[src/rtl/cmd_monitor_pkg.sv]
package cmd_monitor_pkg;
  // Width of a decoded timing command; fixed by the broadcast protocol.
  localparam int CODE_W    = 4;
  localparam int NUM_CODES = 1 << CODE_W;

  // Strobes from control to datapath for one cycle.
  typedef struct packed {
    logic              histClr;
    logic              histInc;
    logic [CODE_W-1:0] histSel;
    logic              lastLoad;
    logic [CODE_W-1:0] lastVal;
    logic              clkClr;
    logic              clkInc;
  } dpCtrl_t;
endpackage

[src/rtl/cmd_monitor_ctrl.sv]
module cmd_monitor_ctrl
  import cmd_monitor_pkg::*;
#(
  parameter logic [CODE_W-1:0] START_CODE = 4'h1,
  parameter logic [CODE_W-1:0] STOP_CODE  = 4'h2
) (
  input  logic              clk,
  input  logic              rstN,
  input  logic              cmdValid,
  input  logic [CODE_W-1:0] cmdCode,
  input  logic              cmdRunEnable,
  input  logic              softReset,
  input  logic              runActive,
  output dpCtrl_t           dpCtrl,
  output logic              runStartReq,
  output logic              runStopReq
);

  logic startHit;
  logic stopHit;

  always_comb begin
    dpCtrl          = '0;
    // Soft reset wins over a same-cycle increment; last command still loads.
    dpCtrl.histClr  = softReset;
    dpCtrl.histInc  = cmdValid && !softReset;
    dpCtrl.histSel  = cmdCode;
    dpCtrl.lastLoad = cmdValid;
    dpCtrl.lastVal  = cmdCode;
    dpCtrl.clkClr   = softReset;
    dpCtrl.clkInc   = runActive && !softReset;
  end

  assign startHit = cmdValid && cmdRunEnable && (cmdCode == START_CODE);
  assign stopHit  = cmdValid && cmdRunEnable && (cmdCode == STOP_CODE);

  always_ff @(posedge clk or negedge rstN) begin
    if (!rstN) begin
      runStartReq <= 1'b0;
      runStopReq  <= 1'b0;
    end else begin
      runStartReq <= startHit;
      runStopReq  <= stopHit;
    end
  end

endmodule

[src/rtl/cmd_monitor_dp.sv]
module cmd_monitor_dp
  import cmd_monitor_pkg::*;
#(
  parameter int                CNT_W     = 16,
  parameter int                LAST_W    = 8,
  parameter int                ADDR_W    = 8,
  parameter int                DATA_W    = 16,
  parameter logic [ADDR_W-1:0] LAST_ADDR = 8'h18,
  parameter logic [ADDR_W-1:0] HIST_BASE = 8'h20,
  parameter logic [ADDR_W-1:0] CLK_ADDR  = 8'h3D
) (
  input  logic              clk,
  input  logic              rstN,
  input  dpCtrl_t           dpCtrl,
  input  logic              regRdEn,
  input  logic [ADDR_W-1:0] regAddr,
  output logic [DATA_W-1:0] regRdData,
  output logic              regRdValid
);

  localparam logic [CNT_W-1:0] CNT_MAX = '1;

  logic [CNT_W-1:0]  histCnt [NUM_CODES];
  logic [LAST_W-1:0] lastCmd;
  logic [CNT_W-1:0]  clkCnt;
  logic [ADDR_W-1:0] histOff;
  logic              inHist;
  logic [DATA_W-1:0] rdMux;

  // One saturating counter per command code.
  for (genvar g = 0; g < NUM_CODES; g++) begin : g_hist
    logic hit;
    assign hit = dpCtrl.histInc && (dpCtrl.histSel == CODE_W'(g));
    always_ff @(posedge clk or negedge rstN) begin
      if (!rstN)                            histCnt[g] <= '0;
      else if (dpCtrl.histClr)              histCnt[g] <= '0;
      else if (hit && histCnt[g] != CNT_MAX) histCnt[g] <= histCnt[g] + 1'b1;
    end
  end

  always_ff @(posedge clk or negedge rstN) begin
    if (!rstN)                lastCmd <= '0;
    else if (dpCtrl.lastLoad) lastCmd <= LAST_W'(dpCtrl.lastVal);
  end

  always_ff @(posedge clk or negedge rstN) begin
    if (!rstN)              clkCnt <= '0;
    else if (dpCtrl.clkClr) clkCnt <= '0;
    else if (dpCtrl.clkInc) clkCnt <= clkCnt + 1'b1;
  end

  // Offset wraps below the base, so one compare covers both bounds.
  assign histOff = regAddr - HIST_BASE;
  assign inHist  = histOff < ADDR_W'(NUM_CODES);

  always_comb begin
    rdMux = '0;
    if (regAddr == LAST_ADDR)     rdMux = DATA_W'(lastCmd);
    else if (regAddr == CLK_ADDR) rdMux = DATA_W'(clkCnt);
    else if (inHist)              rdMux = DATA_W'(histCnt[histOff[CODE_W-1:0]]);
  end

  always_ff @(posedge clk or negedge rstN) begin
    if (!rstN) begin
      regRdData  <= '0;
      regRdValid <= 1'b0;
    end else begin
      regRdValid <= regRdEn;
      regRdData  <= regRdEn ? rdMux : '0;
    end
  end

endmodule

[src/rtl/cmd_monitor.sv]
module cmd_monitor
  import cmd_monitor_pkg::*;
#(
  parameter int                CNT_W      = 16,
  parameter int                LAST_W     = 8,
  parameter int                ADDR_W     = 8,
  parameter int                DATA_W     = 16,
  parameter logic [ADDR_W-1:0] LAST_ADDR  = 8'h18,
  parameter logic [ADDR_W-1:0] HIST_BASE  = 8'h20,
  parameter logic [ADDR_W-1:0] CLK_ADDR   = 8'h3D,
  parameter logic [CODE_W-1:0] START_CODE = 4'h1,
  parameter logic [CODE_W-1:0] STOP_CODE  = 4'h2
) (
  input  logic              clk,
  input  logic              rstN,
  input  logic              cmdValid,
  input  logic [CODE_W-1:0] cmdCode,
  input  logic              cmdRunEnable,
  input  logic              softReset,
  input  logic              runActive,
  input  logic              regRdEn,
  input  logic [ADDR_W-1:0] regAddr,
  output logic [DATA_W-1:0] regRdData,
  output logic              regRdValid,
  output logic              runStartReq,
  output logic              runStopReq
);

  dpCtrl_t dpCtrl;

  cmd_monitor_ctrl #(
    .START_CODE(START_CODE),
    .STOP_CODE (STOP_CODE)
  ) u_ctrl (
    .clk         (clk),
    .rstN        (rstN),
    .cmdValid    (cmdValid),
    .cmdCode     (cmdCode),
    .cmdRunEnable(cmdRunEnable),
    .softReset   (softReset),
    .runActive   (runActive),
    .dpCtrl      (dpCtrl),
    .runStartReq (runStartReq),
    .runStopReq  (runStopReq)
  );

  cmd_monitor_dp #(
    .CNT_W    (CNT_W),
    .LAST_W   (LAST_W),
    .ADDR_W   (ADDR_W),
    .DATA_W   (DATA_W),
    .LAST_ADDR(LAST_ADDR),
    .HIST_BASE(HIST_BASE),
    .CLK_ADDR (CLK_ADDR)
  ) u_dp (
    .clk       (clk),
    .rstN      (rstN),
    .dpCtrl    (dpCtrl),
    .regRdEn   (regRdEn),
    .regAddr   (regAddr),
    .regRdData (regRdData),
    .regRdValid(regRdValid)
  );

endmodule

[config.mk]
export PLATFORM = sky130hd
export DESIGN_NAME = cmd_monitor
export DESIGN_NICKNAME = d
export VERILOG_FILES = /design/src/rtl/cmd_monitor_pkg.sv /design/src/rtl/cmd_monitor_ctrl.sv /design/src/rtl/cmd_monitor_dp.sv /design/src/rtl/cmd_monitor.sv
export SDC_FILE = /design/constraint.sdc
export NUM_CORES = 1
export LEC_CHECK = 0
export BUFFER_PORTS_ARGS = -buffer_cell sky130_fd_sc_hd__buf_4
export CORE_ASPECT_RATIO = 1.75
export CORE_UTILIZATION = 30
export CTS_BUF_LIST = sky130_fd_sc_hd__clkbuf_16
export CTS_CLUSTER_DIAMETER = 40
export DETAILED_ROUTE_END_ITERATION = 12
export GPL_TIMING_DRIVEN = 0
export HOLD_SLACK_MARGIN = 0.06
export PLACE_DENSITY_LB_ADDON = 0.08
export REMOVE_ABC_BUFFERS = 1
export SLEW_MARGIN = 0
export SYNTH_ARGS = -nofsm -noshare
export SYNTH_HDL_FRONTEND = slang
export SYNTH_HIERARCHICAL = 1
export SYNTH_SLANG_ARGS = --single-unit
[constraint.sdc]
create_clock -name clk -period 4.75 [get_ports clk]
set_input_delay 0.475 -clock clk [delete_from_list [all_inputs] [get_ports clk]]
set_output_delay 0.475 -clock clk [all_outputs]
set_load 0.05 [all_outputs]
==> metrics.txt <==
via density per instance=5.29; starting density of the core=30.5%; startpoint of the worst hold path=cmdRunEnable; run status=finished, final reports clean; Resized cells post-CTS=0; Setup Skew=0.0217 ns; number of failing setup endpoints in the final timing report=0; post-placement cell area=18400 µm²; post-cts hold buffer count=2; final cycle utilization of the critical path=77.4%; fraction of the yosys area taken by sequential cells=42.3%; maximum fanout count along the critical path=126; clock buffer count from CTS=45; leakage dissipation=7.65 nW; number of global-route vias before repair=13900; number of buffers inserted by post-CTS setup repair=0; final count of hold timing violations=0; count of flip-flops with a built-in enable after synthesis=0; clock root cell=clkbuf_16; synthesized cell area=17500 µm²; final global-route overflow total=0; worst hold path class=in -> reg; total routing usage reported by global routing=19.3%; number of top-level design ports=38; mean routed wirelength per cell=21.4 µm; Post-DRT Antenna Nets=0; worst vdd ir=0.000216 V; vias post-DR=13600; relative slew slack=22.3%; layout cells sized above 1=12.9%; # port buffers=37; capturing element type of the critical path=flop; Worst-Margin Slew=1.17 ns; total of max-cap violations=0; startpoint types=input pin; f_max=0.272 GHz; total instance count after detailed placement=2484; area growth from synthesis to final layout=14.6%; CTS tree=done; post-detailed-route DRC marker count=0; Worst EP required=5.17 ns; Post-Layout Inst Area=20000 µm²; total power density per cell area=315 nW/µm²; register bit count reported by yosys=295; final core occ=34.9%; non-filler cells, final=2569; most common cell after layout, fill and taps aside=dfrtp_1; shortest clock period the worst path allows after layout=3.68 ns; maximum number of buffers from clock root to sink=3; arrival time of data at the critical path endpoint=4.10 ns; die extent in x=184 µm; Synth Warn #=6; Main synth FF type=dfrtp_1; clock sink total=295; largest net degree at the start of global routing=127; hold slack final=0.202 ns; HPWL after detailed placement=39.3 mm; net total in the final layout=1803; Total Die Area=59200 µm²; area of the core=57300 µm²; most frequent cells in the layout=dfrtp_1 (295), nor2_1 (274), xnor2_1 (145); Die Y=321 µm; Final GP Congestion=0.803; Clock Latency Late Sink=0.58 ns; PnR worst setup slack=1.07 ns; wire length after detailed routing=54.9 mm; CTS HTree Levels=2; unrepaired setup endpoints after global routing=no; initial drt markers=833; placement row count=116; diode count=0; worst slack, placed=0.430 ns; wire length of the first global-routing pass=86.1 mm; launching point of the worst reg2reg path=u_dp/histCnt[32]; number of pins exceeding their max-slew limit in the final report=0; synth unique cells=68; post-synthesis async set-or-reset flop share=100%; launching element of the worst setup path=softReset; number of antenna violations at the first check in global routing=1; synthesized instance count=1770; type of the worst setup path=in -> reg; clock-pin transition on the worst setup and hold timing paths=0.06 ns; synthesized area per cell=9.87 µm²; router iterations before antenna repair=7
[critical path: stages]
cell and delay (ns):
buf_8 0.18, buf_16 0.27, buf_16 0.30, nor2b_1 0.45, or3b_1 0.72, nor4_1 1.05
nand4_1 0.23, xor2_1 0.19, nor2_1 0.06
[registers in the layout (all words and copies together) (netlist names)]
name	flops
u_dp/regRdData	16
u_dp/histCnt	256
u_dp/lastCmd	4
u_ctrl/runStopReq	1
u_dp/clkCnt	16
u_dp/regRdValid	1
u_ctrl/runStartReq	1
[cells by family after synthesis]
group / share of synthesized area [%]
AND/OR/NAND/NOR: 23.4
AO/OA/AOI/OAI: 7.39
XOR/XNOR: 10.4
adder cells (fa/ha/maj): 1.29
multiplexers: 12.0
buffers and inverters: 3.27
flip-flops: 42.3
[through the flow]
stage / TNS [ns] / power (mW)
6_report: 0 / 6.31
5_1_grt: 0 / 6.54
4_1_cts: 0 / 6.43
3_5_place_dp: 0 / 2.84
3_3_place_gp: -74.27 / 2.82
2_1_floorplan: 0 / 2.64
[area by class of cell]
cell class,instances,area [µm²]
Inverter,35,131
Clock buffer,47,1180
Fill cell,5850,37300
Clock inverter,36,398
Tap cell,767,960
Timing Repair Buffer,44,450
Multi-Input combinational cell,1345,9530
Sequential cell,295,7380
[worst paths after layout]
kind                       slack, ns                  to  cells past startpoint
max                             1.07   u_dp/histCnt[253]                      9
min                             0.20  u_ctrl/runStartReq                      3
max reg2reg                     2.25    u_dp/histCnt[39]                      6
min reg2reg                     0.52     u_dp/lastCmd[1]                      1
max in group asynchronous       2.99   u_dp/histCnt[121]                      4
min in group asynchronous       0.56    u_dp/histCnt[45]                      2
[report_power, final]
group,leakage (nW),internal (mW),switching [mW],total (mW)
clock network,0.775,2.19,1.33,3.52
logic,2.77,0.0710,0.188,0.259
registers,4.11,2.52,0.00657,2.53
total,7.65,4.78,1.53,6.31
[metal layers]
layer  vias up  wire length, µm  global-route usage [%]
met4         0             2750                    9.59
li1       6430                -                       -
met1      6790            22300                    23.2
met5         -                0                       0
met3       100             1560                    1.96
met2       259            28300                    33.9
[cells in the mapped netlist (15+ instances only)]
master    count  area [µm²]
xnor2_1     145        1270
mux2_2       25         282
nor3_1       58         290
nand2_1      93         349
nor4_1       61         382
nand4_1      54         338
and3_1       30         188
clkbuf_1     63         236
mux4_2       64        1440
a21oi_1      44         220
ha_1         18         225
inv_1        35         131
or3_1        18         113
xor2_1       63         552
buf_2        15        75.1
a211oi_1     25         188
o21ai_0      36         180
dfrtp_1     295        7380
mux2i_1      36         360
and2_1       15        93.8
nand3_1     102         510
nor2_1      274        1030
Power figures use the tool's default switching activity.
